$ cat src/rtl/i2cd_pkg.sv
package i2cd_pkg;
    localparam int ADDR_W = 7;
    localparam int BYTE_W = 8;
    localparam int NGRP   = 2;
    localparam int CNT_W  = $clog2(BYTE_W + 1);

    typedef enum logic [2:0] {
        ST_IDLE,
        ST_ADDR,
        ST_AACK,
        ST_RXD,
        ST_RACK,
        ST_TXD,
        ST_TACK,
        ST_TWAIT
    } eng_st_t;

    typedef struct packed {
        logic [BYTE_W-1:0] data;
        logic              word;
    } rx_item_t;

    function automatic logic addr_hit(input logic [ADDR_W-1:0] got,
                                      input logic [ADDR_W-1:0] base,
                                      input int              ign);
        logic [ADDR_W-1:0] keep;
        keep = '1;
        keep = keep << ign;
        return ((got ^ base) & keep) == '0;
    endfunction
endpackage

$ cat src/rtl/i2cd_line_sync.sv
module i2cd_line_sync #(
    parameter int STAGES = 2
) (
    input  logic clk,
    input  logic rst,
    input  logic scl_i,
    input  logic sda_i,
    output logic scl_s,
    output logic sda_s,
    output logic scl_rise,
    output logic scl_fall,
    output logic start_det,
    output logic stop_det
);
    logic [STAGES-1:0] scl_p, sda_p;
    logic              scl_q, sda_q;

    always_ff @(posedge clk) begin
        if (rst) begin
            scl_p <= '1;
            sda_p <= '1;
            scl_q <= 1'b1;
            sda_q <= 1'b1;
        end else begin
            scl_p <= {scl_p[STAGES-2:0], scl_i};
            sda_p <= {sda_p[STAGES-2:0], sda_i};
            scl_q <= scl_p[STAGES-1];
            sda_q <= sda_p[STAGES-1];
        end
    end

    always_comb begin
        scl_s     = scl_p[STAGES-1];
        sda_s     = sda_p[STAGES-1];
        scl_rise  = scl_s & ~scl_q;
        scl_fall  = ~scl_s & scl_q;
        start_det = scl_s & scl_q & sda_q & ~sda_s;
        stop_det  = scl_s & scl_q & ~sda_q & sda_s;
    end
endmodule

$ cat src/rtl/i2cd_grp_buf.sv
module i2cd_grp_buf
    import i2cd_pkg::*;
(
    input  logic              clk,
    input  logic              rst,
    input  logic              tx_wr,
    input  logic [BYTE_W-1:0] tx_wdata,
    input  logic              tx_pop,
    input  logic              rx_push,
    input  rx_item_t          rx_item,
    output logic              tx_full,
    output logic [BYTE_W-1:0] tx_data,
    output logic [BYTE_W-1:0] rx_data,
    output logic              rx_word,
    output logic              rx_evt
);
    always_ff @(posedge clk) begin
        if (rst) begin
            tx_full <= 1'b0;
            tx_data <= '0;
        end else if (tx_wr) begin
            tx_full <= 1'b1;
            tx_data <= tx_wdata;
        end else if (tx_pop) begin
            tx_full <= 1'b0;
        end
    end

    always_ff @(posedge clk) begin
        if (rst) begin
            rx_data <= '0;
            rx_word <= 1'b0;
            rx_evt  <= 1'b0;
        end else begin
            rx_evt <= rx_push;
            if (rx_push) begin
                rx_data <= rx_item.data;
                rx_word <= rx_item.word;
            end
        end
    end

    AST_POP_NEEDS_FULL: assert property (@(posedge clk) disable iff (rst)
        tx_pop |-> tx_full);
endmodule

$ cat src/rtl/i2cd_engine.sv
module i2cd_engine
    import i2cd_pkg::*;
#(
    parameter int MASK_A = 2
) (
    input  logic                        clk,
    input  logic                        rst,
    input  logic                        scl_s,
    input  logic                        sda_s,
    input  logic                        scl_rise,
    input  logic                        scl_fall,
    input  logic                        start_det,
    input  logic                        stop_det,
    input  logic [ADDR_W-1:0]           addr_a,
    input  logic [ADDR_W-1:0]           addr_b,
    input  logic [NGRP-1:0]             tx_full,
    input  logic [NGRP-1:0][BYTE_W-1:0] tx_data,
    output logic [NGRP-1:0]             tx_pop,
    output logic [NGRP-1:0]             rx_push,
    output rx_item_t                    rx_item,
    output logic [NGRP-1:0]             match_evt,
    output logic [MASK_A-1:0]           lsb_a,
    output logic                        sda_oe,
    output logic                        scl_oe,
    output logic                        slave_active,
    output logic                        dir_tx,
    output logic                        host_nack,
    output logic                        scl_busy
);
    eng_st_t           st;
    logic [BYTE_W-1:0] sr;
    logic [CNT_W-1:0]  cnt;
    logic              grp;
    logic              matched;
    logic              first;
    logic [BYTE_W-1:0] sh_in;
    logic [ADDR_W-1:0] got_addr;
    logic              hit_a, hit_b;

    always_comb begin
        sh_in    = {sr[BYTE_W-2:0], sda_s};
        got_addr = sh_in[BYTE_W-1:1];
        hit_a    = addr_hit(got_addr, addr_a, MASK_A);
        hit_b    = addr_hit(got_addr, addr_b, 0);
    end

    always_ff @(posedge clk) begin
        if (rst) begin
            st           <= ST_IDLE;
            sr           <= '0;
            cnt          <= '0;
            grp          <= 1'b0;
            matched      <= 1'b0;
            first        <= 1'b0;
            sda_oe       <= 1'b0;
            scl_oe       <= 1'b0;
            slave_active <= 1'b0;
            dir_tx       <= 1'b0;
            host_nack    <= 1'b0;
            scl_busy     <= 1'b0;
            lsb_a        <= '0;
            tx_pop       <= '0;
            rx_push      <= '0;
            match_evt    <= '0;
            rx_item      <= '0;
        end else begin
            tx_pop    <= '0;
            rx_push   <= '0;
            match_evt <= '0;
            scl_busy  <= ~scl_s & ~scl_oe;
            if (start_det) begin
                st           <= ST_ADDR;
                cnt          <= '0;
                sda_oe       <= 1'b0;
                scl_oe       <= 1'b0;
                slave_active <= 1'b1;
            end else if (stop_det) begin
                st           <= ST_IDLE;
                sda_oe       <= 1'b0;
                scl_oe       <= 1'b0;
                slave_active <= 1'b0;
            end else begin
                case (st)
                    ST_ADDR: begin
                        if (scl_rise) begin
                            sr  <= sh_in;
                            cnt <= cnt + 1'b1;
                            if (cnt == CNT_W'(BYTE_W - 1)) begin
                                matched <= hit_a | hit_b;
                                if (hit_a) begin
                                    grp          <= 1'b0;
                                    lsb_a        <= got_addr[MASK_A-1:0];
                                    match_evt[0] <= 1'b1;
                                    dir_tx       <= sda_s;
                                    host_nack    <= 1'b0;
                                end else if (hit_b) begin
                                    grp          <= 1'b1;
                                    match_evt[1] <= 1'b1;
                                    dir_tx       <= sda_s;
                                    host_nack    <= 1'b0;
                                end
                            end
                        end else if (scl_fall && cnt == CNT_W'(BYTE_W)) begin
                            if (matched) begin
                                sda_oe <= 1'b1;
                                st     <= ST_AACK;
                            end else begin
                                st <= ST_IDLE;
                            end
                        end
                    end
                    ST_AACK: begin
                        if (scl_fall) begin
                            sda_oe <= 1'b0;
                            cnt    <= '0;
                            if (!dir_tx) begin
                                first <= 1'b1;
                                st    <= ST_RXD;
                            end else if (tx_full[grp]) begin
                                sr          <= tx_data[grp];
                                tx_pop[grp] <= 1'b1;
                                sda_oe      <= ~tx_data[grp][BYTE_W-1];
                                st          <= ST_TXD;
                            end else begin
                                scl_oe <= 1'b1;
                                st     <= ST_TWAIT;
                            end
                        end
                    end
                    ST_RXD: begin
                        if (scl_rise) begin
                            sr  <= sh_in;
                            cnt <= cnt + 1'b1;
                            if (cnt == CNT_W'(BYTE_W - 1)) begin
                                rx_push[grp] <= 1'b1;
                                rx_item.data <= sh_in;
                                rx_item.word <= first;
                                first        <= 1'b0;
                            end
                        end else if (scl_fall && cnt == CNT_W'(BYTE_W)) begin
                            sda_oe <= 1'b1;
                            st     <= ST_RACK;
                        end
                    end
                    ST_RACK: begin
                        if (scl_fall) begin
                            sda_oe <= 1'b0;
                            cnt    <= '0;
                            st     <= ST_RXD;
                        end
                    end
                    ST_TXD: begin
                        if (scl_rise) begin
                            cnt <= cnt + 1'b1;
                        end else if (scl_fall) begin
                            if (cnt == CNT_W'(BYTE_W)) begin
                                sda_oe <= 1'b0;
                                st     <= ST_TACK;
                            end else begin
                                sr     <= {sr[BYTE_W-2:0], 1'b0};
                                sda_oe <= ~sr[BYTE_W-2];
                            end
                        end
                    end
                    ST_TACK: begin
                        if (scl_rise) begin
                            host_nack <= sda_s;
                        end else if (scl_fall) begin
                            cnt <= '0;
                            if (host_nack) begin
                                st <= ST_IDLE;
                            end else if (tx_full[grp]) begin
                                sr          <= tx_data[grp];
                                tx_pop[grp] <= 1'b1;
                                sda_oe      <= ~tx_data[grp][BYTE_W-1];
                                st          <= ST_TXD;
                            end else begin
                                scl_oe <= 1'b1;
                                st     <= ST_TWAIT;
                            end
                        end
                    end
                    ST_TWAIT: begin
                        if (tx_full[grp]) begin
                            sr          <= tx_data[grp];
                            tx_pop[grp] <= 1'b1;
                            sda_oe      <= ~tx_data[grp][BYTE_W-1];
                            scl_oe      <= 1'b0;
                            cnt         <= '0;
                            st          <= ST_TXD;
                        end
                    end
                    default: ;
                endcase
            end
        end
    end

    AST_START_OPENS: assert property (@(posedge clk) disable iff (rst)
        start_det |=> slave_active);
    AST_STOP_CLOSES: assert property (@(posedge clk) disable iff (rst)
        (stop_det && !start_det) |=> !slave_active);
    AST_ONE_GROUP: assert property (@(posedge clk) disable iff (rst)
        $onehot0(match_evt));
    AST_SDA_WHILE_LOW: assert property (@(posedge clk) disable iff (rst)
        (!$stable(sda_oe) && !$past(start_det) && !$past(stop_det)) |-> !$past(scl_s));
    AST_STRETCH_EMPTY: assert property (@(posedge clk) disable iff (rst)
        (scl_oe && $past(scl_oe)) |-> !$past(tx_full[grp]));
endmodule

$ cat src/rtl/i2c_dual_slave.sv
module i2c_dual_slave
    import i2cd_pkg::*;
#(
    parameter int SYNC_STAGES = 2,
    parameter int MASK_A      = 2
) (
    input  logic              clk,
    input  logic              rst,
    input  logic              scl_i,
    input  logic              sda_i,
    output logic              scl_oe,
    output logic              sda_oe,
    input  logic [ADDR_W-1:0] addr_a,
    input  logic [ADDR_W-1:0] addr_b,
    input  logic              tx_a_wr,
    input  logic [BYTE_W-1:0] tx_a_data,
    input  logic              tx_b_wr,
    input  logic [BYTE_W-1:0] tx_b_data,
    output logic              tx_a_empty,
    output logic              tx_b_empty,
    output logic [BYTE_W-1:0] rx_a_data,
    output logic [BYTE_W-1:0] rx_b_data,
    output logic              rx_a_evt,
    output logic              rx_b_evt,
    output logic              word_a,
    output logic              word_b,
    output logic              match_a_evt,
    output logic              match_b_evt,
    output logic [MASK_A-1:0] lsb_a,
    output logic              dir_tx,
    output logic              host_nack,
    output logic              slave_active,
    output logic              scl_busy
);
    logic scl_s, sda_s, scl_rise, scl_fall, start_det, stop_det;

    logic [NGRP-1:0]             tx_wr, tx_full, tx_pop, rx_push, rx_evt, rx_word;
    logic [NGRP-1:0][BYTE_W-1:0] tx_wdata, tx_data, rx_data;
    logic [NGRP-1:0]             match_evt;
    rx_item_t                    rx_item;

    i2cd_line_sync #(.STAGES(SYNC_STAGES)) u_sync (
        .clk(clk), .rst(rst), .scl_i(scl_i), .sda_i(sda_i),
        .scl_s(scl_s), .sda_s(sda_s), .scl_rise(scl_rise), .scl_fall(scl_fall),
        .start_det(start_det), .stop_det(stop_det)
    );

    i2cd_engine #(.MASK_A(MASK_A)) u_eng (
        .clk(clk), .rst(rst), .scl_s(scl_s), .sda_s(sda_s),
        .scl_rise(scl_rise), .scl_fall(scl_fall),
        .start_det(start_det), .stop_det(stop_det),
        .addr_a(addr_a), .addr_b(addr_b),
        .tx_full(tx_full), .tx_data(tx_data), .tx_pop(tx_pop),
        .rx_push(rx_push), .rx_item(rx_item), .match_evt(match_evt),
        .lsb_a(lsb_a), .sda_oe(sda_oe), .scl_oe(scl_oe),
        .slave_active(slave_active), .dir_tx(dir_tx),
        .host_nack(host_nack), .scl_busy(scl_busy)
    );

    assign tx_wr    = {tx_b_wr, tx_a_wr};
    assign tx_wdata = {tx_b_data, tx_a_data};

    for (genvar g = 0; g < NGRP; g++) begin : g_grp
        i2cd_grp_buf u_buf (
            .clk(clk), .rst(rst),
            .tx_wr(tx_wr[g]), .tx_wdata(tx_wdata[g]), .tx_pop(tx_pop[g]),
            .rx_push(rx_push[g]), .rx_item(rx_item),
            .tx_full(tx_full[g]), .tx_data(tx_data[g]),
            .rx_data(rx_data[g]), .rx_word(rx_word[g]), .rx_evt(rx_evt[g])
        );
    end

    assign tx_a_empty  = ~tx_full[0];
    assign tx_b_empty  = ~tx_full[1];
    assign rx_a_data   = rx_data[0];
    assign rx_b_data   = rx_data[1];
    assign rx_a_evt    = rx_evt[0];
    assign rx_b_evt    = rx_evt[1];
    assign word_a      = rx_word[0];
    assign word_b      = rx_word[1];
    assign match_a_evt = match_evt[0];
    assign match_b_evt = match_evt[1];
endmodule

$ cat config.mk
export PLATFORM = sky130hd
export DESIGN_NAME = i2c_dual_slave
export DESIGN_NICKNAME = d
export VERILOG_FILES = /design/src/rtl/i2cd_pkg.sv /design/src/rtl/i2cd_line_sync.sv /design/src/rtl/i2cd_grp_buf.sv /design/src/rtl/i2cd_engine.sv /design/src/rtl/i2c_dual_slave.sv
export SDC_FILE = /design/constraint.sdc
export NUM_CORES = 1
export LEC_CHECK = 0
export ABC_AREA = 1
export BUFFER_PORTS_ARGS = -buffer_cell sky130_fd_sc_hd__clkbuf_2
export CAP_MARGIN = 5
export CORE_MARGIN = 2
export CORE_UTILIZATION = 35
export CTS_CLUSTER_DIAMETER = 30
export DETAILED_ROUTE_END_ITERATION = 7
export GPL_TIMING_DRIVEN = 0
export PLACE_DENSITY = 0.62
export SLEW_MARGIN = 40
export SYNTH_ARGS = -nofsm -noshare
export SYNTH_HDL_FRONTEND = slang
export SYNTH_SLANG_ARGS = --single-unit
$ cat constraint.sdc
create_clock -name clk -period 1.8 [get_ports clk]
set_clock_uncertainty 0.2 [all_clocks]
set_input_delay 0.36 -clock clk [delete_from_list [all_inputs] [get_ports clk]]
set_output_delay 0.36 -clock clk [all_outputs]
set_load 0.005 [all_outputs]
Word-level counts from Yosys, hierarchy flattened --
Cells that the tools add are included.
Word-level totals: output and inout port bits 32, register bits 85
Operators by class: equal/unequal tests 46, $add $sub $neg 1, reductions and logical operators 35, bitwise operators 26, muxes and demuxes 96, $lt $le $gt $ge 2
Operator list (count):
- two-way mux 8 bit | 12
- two-way mux 1 bit | 49
- two-way mux 3 bit | 14
- case mux 8 bit (5 select lines) | 1
- AND reduction 13 bit | 3
- != test 4 x 3 -> 1 bit, second input constant | 8
- != test 2 x 1 -> 1 bit, second input constant | 14
- case mux 3 bit (7 select lines) | 1
- AND reduction 7 bit | 3
- != test 2 bit, second input constant | 10
- two-way mux 2 bit | 8
- two-way mux 4 bit | 4
- != test 4 bit, second input constant | 4
- case mux 4 bit (4 select lines) | 1
- NOT 1 bit | 15
- AND reduction 5 bit | 3
- zero test 7 bit | 2
- XOR 7 bit | 2
- == test 3 bit, second input constant | 4
- AND reduction 12 bit | 1
- AND reduction 6 bit | 2
- nonzero test 2 bit | 6
- OR reduction 6 bit | 2
- nonzero test 9 bit | 1
- 23 further kinds | 36

Depth between registers and ports, before layout --
Gate-level depths: netlist of run 1.
depth in word-level cells 9, gate-level depth with buffers 13

Modules after synthesis --
A second synthesis of run 1 with hierarchy kept.
Second synthesis, totals: cell total of the unflattened synthesis 525, area total of the unflattened synthesis 3759.9 um^2
Modules (own cells, without submodules):
- i2cd_engine | cells an instance 341, times used 1, area each 2260.9 um^2, seq. area each 800.8 um^2
- i2cd_grp_buf | cells an instance 79, times used 2, area each 646.9 um^2, seq. area each 380.4 um^2
- i2cd_line_sync | cells an instance 24, times used 1, area each 197.7 um^2, seq. area each 120.1 um^2
- i2c_dual_slave | cells an instance 2, times used 1, area each 7.5 um^2, seq. area each 0.0 um^2

Least setup slack after synthesis of run 1 --
OpenSTA, ideal clock, no wires.
path type register to register, start register u_eng.cnt[0], end register u_eng.sr[0], stages on the path, launching flop included 12, buffers on the path 1, setup time 115 ps, clock period less this slack 1681 ps, arrival 1366 ps, required time 1485 ps, slack 119 ps, cell sequence dfxtp_1 -> inv_1 -> ha_1 -> nand2_1 -> nor2_1 -> nor2_1 -> nor2_1 -> a21oi_1 -> nand3_2 -> buf_6 -> nor3_2 -> nor2_1
On the way: cells in the longest elaborated chain, start to end 3
RTL lines:
- start: declaration | RTL line i2cd_engine.sv:32 | logic [CNT_W-1:0] cnt;
- start signal: assignment | RTL line i2cd_engine.sv:87 | cnt <= cnt + 1'b1;
- start signal: assignment | RTL line i2cd_engine.sv:133 | cnt <= cnt + 1'b1;
- start signal: assignment | RTL line i2cd_engine.sv:154 | cnt <= cnt + 1'b1;
- == test 4 bit | RTL line i2cd_engine.sv:156 | if (cnt == CNT_W'(BYTE_W)) begin
- != test 2 bit (no source line)
- AND reduction 12 bit (no source line)
- end signal: assignment | RTL line i2cd_engine.sv:160 | sr <= {sr[BYTE_W-2:0], 1'b0};
- end signal: assignment | RTL line i2cd_engine.sv:173 | sr <= tx_data[grp];
- end signal: assignment | RTL line i2cd_engine.sv:185 | sr <= tx_data[grp];
- end: declaration | RTL line i2cd_engine.sv:31 | logic [BYTE_W-1:0] sr;
No other way between the ends. A chain may end at the register's enable or synchronous reset.

Worst setup path after layout of run 1 --
start register u_eng.st[0], end register u_eng.sr[5]
On the way: cells in the longest elaborated chain, start to end 4
RTL lines:
- start: declaration | RTL line i2cd_engine.sv:30 | eng_st_t st;
- start signal: assignment | RTL line i2cd_engine.sv:49 | st <= ST_IDLE;
- start signal: assignment | RTL line i2cd_engine.sv:72 | st <= ST_ADDR;
- start signal: assignment | RTL line i2cd_engine.sv:78 | st <= ST_IDLE;
- == test 3 x 1 -> 1 bit or == test 3 x 2 -> 1 bit (tied branches) | RTL line i2cd_engine.sv:83 | case (st)
- OR reduction 2 bit (no source line)
- nonzero test 5 bit (no source line) or != test 2 x 1 -> 1 bit (tied branches)
- AND reduction 12 bit (no source line)
- end signal: assignment | RTL line i2cd_engine.sv:86 | sr <= sh_in;
- end signal: assignment | RTL line i2cd_engine.sv:120 | sr <= tx_data[grp];
- end signal: assignment | RTL line i2cd_engine.sv:132 | sr <= sh_in;
Several ways; a longest one is shown, not always the timed one.

==> results.toml, run 1 <==
[die]
die_w_um = 109
initial_core_util = 0.358
num_rows = 38
ios = 68
die_h_um = 109
die_area_um2 = 11900
coreArea_um2 = 10800

[global_routing]
grt_pass1_wl_um = 17000
grt_usage = 0.186
antenna_found_initial = 0
grt_max_degree = 18
gr-total-overflow = 0
first_global_vias = 3477

[sta]
fin_tns_setup_ps = 0
setup_viol = 0
timing.slew.headroom = 0.614
drv_slew = 0
fmax_mhz = 566
rsz0062_at_grt = "yes"
final-hold-violation-count = 0
period_share = 0.982
tightest_slew_ps = 579
fin_crit_ps = 1770
hold_ws_ps = 6.15

[pwr]
leakage_nw = 2.26
ir_drop_v = 0.000395
power_density_nw_per_um2 = 811

[setup_path]
cp_cell_sequence = "buf_8, inv_6, nand2_8, nor2_4, nand2_4, nand2_4, nor3_4, nand3_4, buf_6, nand2_2, nand2_2, nor2_1"
worst_path_largest_cell_delay_ps = 360
worstPathArrival_ps = 1890
crit_path_end_kind = "flip-flop"
cp.required_ps = 1920
cpMaxStageDelayCell = "dfxtp_2"
start_kind = "flip-flop"
path_class = "flip-flop to flip-flop"
crit_fanout = 5

[placement]
port_buffers = 64
dp_hpwl_um = 7820
gp_congestion = 0.885
dpl_cell_area_um2 = 4370
placedCellCount = 756

[detailed_routing]
initialDrtViolationCount = 260
vias = 3786
detail-route-antenna-nets = 0
vias_per_cell = 4.80
avgRoutedWirePerCell_um = 13.7
drtPass1Iterations = 5
drc_errors = 0
wirelength_um = 10800

[synthesis]
synth_warnings = 0
synth_cell_types = 35
ys_ff_latch = 84
synthAdderAreaFrac = 0.00646
yosysTopAreaCellShare = 0.434
synth_flop_cell = "dfxtp_1"
synth_most_common_cell = "nand2_1"
synthSimpleGateAreaFrac = 0.285
synth_area_leaders = "dfxtp_1 (43%), nand2_1 (10%), nor2_1 (8.2%), o21ai_0 (7.1%), a21oi_1 (7.0%)"
ys_seq_area_frac = 0.434
yosys.area.top_type = "dfxtp_1"
synth_edf_count = 0
synth.avg_cell_area_um2 = 7.02
synth_xor_area_frac = 0.0136
synth_nets = 590
synth_compound_area_frac = 0.168
netlist_top_cells_count = "nand2_1 (107), nor2_1 (85), dfxtp_1 (84)"
synth_top_family_by_area = "simple AND/OR/NAND/NOR gates"
synthesis.area_um2 = 3880
syn_inst = 552
async_flop_share = 0
synthMuxAreaShare = 0

[status]
status = "completed"

[run]
cap_violations = 0

[cts]
clock_latency_ps = 380
cts_max_level = 3
clk_root_buffer_cell = "clkbuf_8"
cts_tree = "built"
path_clk_slew_ps = 110
cts.path.max_buffers = 2
cts.sinks = 84
numCtsBuffers = 9

[finish]
final_nets = 682
fin_area_um2 = 4910
drive_above_1_share = 0.248
fin_cells = 789
final_core_util = 0.453
n_antenna_cell = 0
area_delta_synth_final_pct = 26.6

[hold_path]
min_path_type = "input port to flip-flop"
==> logic make-up after synthesis <==
kind of cell / after synthesis
AOI/OAI and AO/OA: 121
xor gates and xnor gates: 6
adders and majority gates: 2
buffers and inverters: 90
DFF: 84
and+or+nand+nor: 249
==> layout by cell type, fill, tap and decap left out, types with 9 or more instances in the layout <==
cell	netlist	routed
nor2_1	85	79
a21oi_1	54	51
nand2_1	107	98
nand3_1	19	19
dfxtp_1	84	75
o21ai_0	55	52
nand2_2	4	10
clkbuf_1	15	13
clkbuf_2	0	66
inv_1	64	60
clkbuf_8	0	9
inv_2	6	9
==> report_power, final <==
part | internal, mW | switching (mW) | leakage (nW) | total, mW
registers | 1.91 | 0.0393 | 0.686 | 1.95
clock network | 0.682 | 0.833 | 0.104 | 1.51
logic | 0.200 | 0.316 | 1.47 | 0.516
==> layout make-up <==
type / count / area [um2]
fill: 1116 / 5930
multi-input combinational: 378 / 1970
sequential: 84 / 1700
timing repair buffer: 81 / 473
inverter: 70 / 268
tap: 140 / 175
clock buffer: 9 / 124
buffer: 20 / 106
clock inverter: 7 / 95.1
==> worst paths after layout <==
path / depth (start not counted) / from / endpoint / slack (ps)
worst max-delay path: 12 / u_eng.st[0] / u_eng.sr[5] / 30
worst min-delay path: 3 / tx_a_data[0] / g_grp[0].u_buf.tx_data[0] / 6
worst max register to register: 12 / u_eng.st[0] / u_eng.sr[5] / 30
worst min register to register: 1 / u_sync.sda_p[0] / u_sync.sda_p[1] / 220
==> per-stage QoR <==
step	setup slack (ps)	total power, mW
2_1_floorplan	119	2.29
3_3_place_gp	-175	2.42
3_5_place_dp	-157	2.43
4_1_cts	9.34	3.94
5_1_grt	-69.6	4.15
6_report	31.7	3.98
==> registers in the layout, indices dropped and copies added, names as in the netlist, 2 cells and up <==
| name | count |
|---|---|
| g_grp.u_buf.rx_data | 16 |
| g_grp.u_buf.rx_evt | 2 |
| g_grp.u_buf.rx_word | 2 |
| g_grp.u_buf.tx_data | 16 |
| g_grp.u_buf.tx_full | 2 |
| u_eng.cnt | 4 |
| u_eng.lsb_a | 2 |
| u_eng.match_evt | 2 |
| u_eng.rx_item | 9 |
| u_eng.rx_push | 2 |
| u_eng.sr | 7 |
| u_eng.st | 3 |
| u_eng.tx_pop | 2 |
| u_sync.scl_p | 2 |
| u_sync.sda_p | 2 |
==> timing repair <==
item	4_1_cts	5_1_grt
hold endpoints to repair	8	0
resized for setup	6	55
cloned	0	2
setup endpoints to repair	27	33
hold buffers	8	0
pin swaps	1	10
setup buffers	2	5
==> worst max-delay path, delay by kind of cell, from the launching register on <==
kind,cells,cell delay [ps]
buf+inv,3,340
simple gates,9,790
flops,1,360
==> routing by layer <==
layer,share of wire,wire (um),GRT usage
met4,0.022,233,0.0651
met5,0,0,0
met1,0.47,5060,0.252
met3,0.061,659,0.0395
met2,0.45,4810,0.292
Note: power is estimated with default switching activity, not from simulation.
==> run 2, diff against run 1 <==
--- a/config.mk
+++ b/config.mk
@@ -11,3 +11,3 @@
 export CORE_MARGIN = 2
-export CORE_UTILIZATION = 35
+export CORE_UTILIZATION = 40
 export CTS_CLUSTER_DIAMETER = 30
@@ -15,4 +15,3 @@
 export GPL_TIMING_DRIVEN = 0
-export PLACE_DENSITY = 0.62
-export SLEW_MARGIN = 40
+export PLACE_DENSITY = 0.69
 export SYNTH_ARGS = -nofsm -noshare
--- a/constraint.sdc
+++ b/constraint.sdc
@@ -4,2 +4,2 @@
 set_output_delay 0.36 -clock clk [all_outputs]
-set_load 0.005 [all_outputs]
+set_load 0.05 [all_outputs]
==> run 2 against run 1 <==
  * Sequential share of layout area increased by 0.73 points
  * Non-clock buffer count grew 2
  * Design area down 2.4%
  * Combinational power rose by 5.4%
  * Fmax decreased by 0.55%
  * Clock power down 23%
  * First-iteration DRC count decreased by 4.6%
==> results.toml, run 2 (same netlist as run 1, synthesis figures left out) <==
[global_routing]
gr-total-overflow = 0
grt_max_degree = 14
grt_usage = 0.202
grt_pass1_wl_um = 16400
first_global_vias = 3456
antenna_found_initial = 0

[detailed_routing]
drtPass1Iterations = 4
vias = 3833
drc_errors = 0
detail-route-antenna-nets = 0
wirelength_um = 10500
vias_per_cell = 4.92
initialDrtViolationCount = 248
avgRoutedWirePerCell_um = 13.5

[sta]
period_share = 0.988
tightest_slew_ps = 581
timing.slew.headroom = 0.613
drv_slew = 0
hold_ws_ps = 21.4
setup_viol = 0
fin_ws_ps = 22.0
fmax_mhz = 562
fin_crit_ps = 1780
fin_tns_setup_ps = 0
rsz0062_at_grt = "yes"
final-hold-violation-count = 0

[pwr]
leakage_nw = 2.21
ir_drop_v = 0.000324
finalPower_mw = 3.66
power_density_nw_per_um2 = 764

[setup_path]
cp.required_ps = 1850
path_class = "flip-flop to flip-flop"
crit_fanout = 6
worstPathArrival_ps = 1820
r2r_slack_ps = 20
crit_path_end_kind = "flip-flop"
start_kind = "flip-flop"

[placement]
dp_hpwl_um = 7690
port_buffers = 64
gp_congestion = 0.913
dpl_cell_area_um2 = 4360
placedCellCount = 745
pre_cts_ws_ps = -141

[cts]
cts.sinks = 84
cts.path.max_buffers = 2
path_clk_slew_ps = 90
clock_latency_ps = 360
clk_root_buffer_cell = "clkbuf_8"
numCtsBuffers = 9
cts_max_level = 3
cts_tree = "built"

[die]
ios = 68
num_rows = 35
die_w_um = 102
die_area_um2 = 10500
coreArea_um2 = 9330
initial_core_util = 0.416
die_h_um = 102

[finish]
final_common_cell = "nand2_1"
drive_above_1_share = 0.255
final_core_util = 0.514
fin_cells = 779
n_antenna_cell = 0
area_delta_synth_final_pct = 23.6
mostFrequentLayoutCells = "nand2_1 (100), dfxtp_1 (77), nor2_1 (76)"
reg_top3 = "g_grp.u_buf.rx_data (16), g_grp.u_buf.tx_data (16), u_eng.rx_item (9)"
final_nets = 684
fin_area_um2 = 4790
fill_cells = 933

[run]
cap_violations = 0

[hold_path]
min_path_type = "input port to flip-flop"

[status]
status = "completed"
==> run 2: changes by cell type in the layout (fill, tap and decap cells not counted), moves of 3 or more <==
cell           delta
buf_4            +10
dlygate4sd3_1     -6
inv_8             -3
nor2_1            -3
nor2_2            +3
o21ai_0           -3
o21ai_1           +3
==> run 2: final timing paths <==
check / startpoint / to / depth (start not counted)
worst max-delay path: u_eng.st[0] / u_eng.cnt[0] / 11
worst min register to register: u_sync.sda_p[0] / u_sync.sda_p[1] / 1
worst min-delay path: tx_a_data[5] / g_grp[0].u_buf.tx_data[5] / 3
worst max register to register: u_eng.st[0] / u_eng.cnt[0] / 11
==> run 2: final cells by class <==
cell class                 count  area (um2)  area share
multi-input combinational    378        1940       0.405
sequential                    84        1690       0.353
timing repair buffer          83         469      0.0979
inverter                      70         265      0.0554
tap                          129         161      0.0337
clock buffer                  11         131      0.0274
buffer                        20         105      0.0219
clock inverter                 4        27.5     0.00575
==> run 2: power by group <==
part / leakage [nW] / internal, mW / switching (mW) / total [mW]
registers: 0.686 / 1.91 / 0.0370 / 1.95
clock network: 0.0714 / 0.492 / 0.676 / 1.17
logic: 1.45 / 0.200 / 0.345 / 0.544
==> run 2: worst max-delay path, cell delays in order, from the launching register on <==
cell     delay, ps
dfxtp_2        330
buf_6          120
inv_4           40
nand2_4         90
nor2_4          50
nand2_2        100
buf_4          110
inv_1           50
a21oi_2        250
nand2_1        170
nand2_1        100
a21oi_1         60
==> run 2: layer usage <==
layer | wire, um | vias up | GRT usage
li1 | - | 1955 | -
met1 | 4970 | 1719 | 0.278
met2 | 4630 | 140 | 0.313
met3 | 655 | 19 | 0.0349
met4 | 233 | 0 | 0.0862
met5 | 0 | - | 0
==> run 2: what timing repair did <==
action / in CTS / in global routing
pin swaps: 5 / 12
hold endpoints to repair: 2 / 0
hold buffers: 2 / 0
gates resized for setup: 14 / 43
cloned: 1 / 0
buffers inserted: 4 / 12
endpoints found under the setup margin: 24 / 37
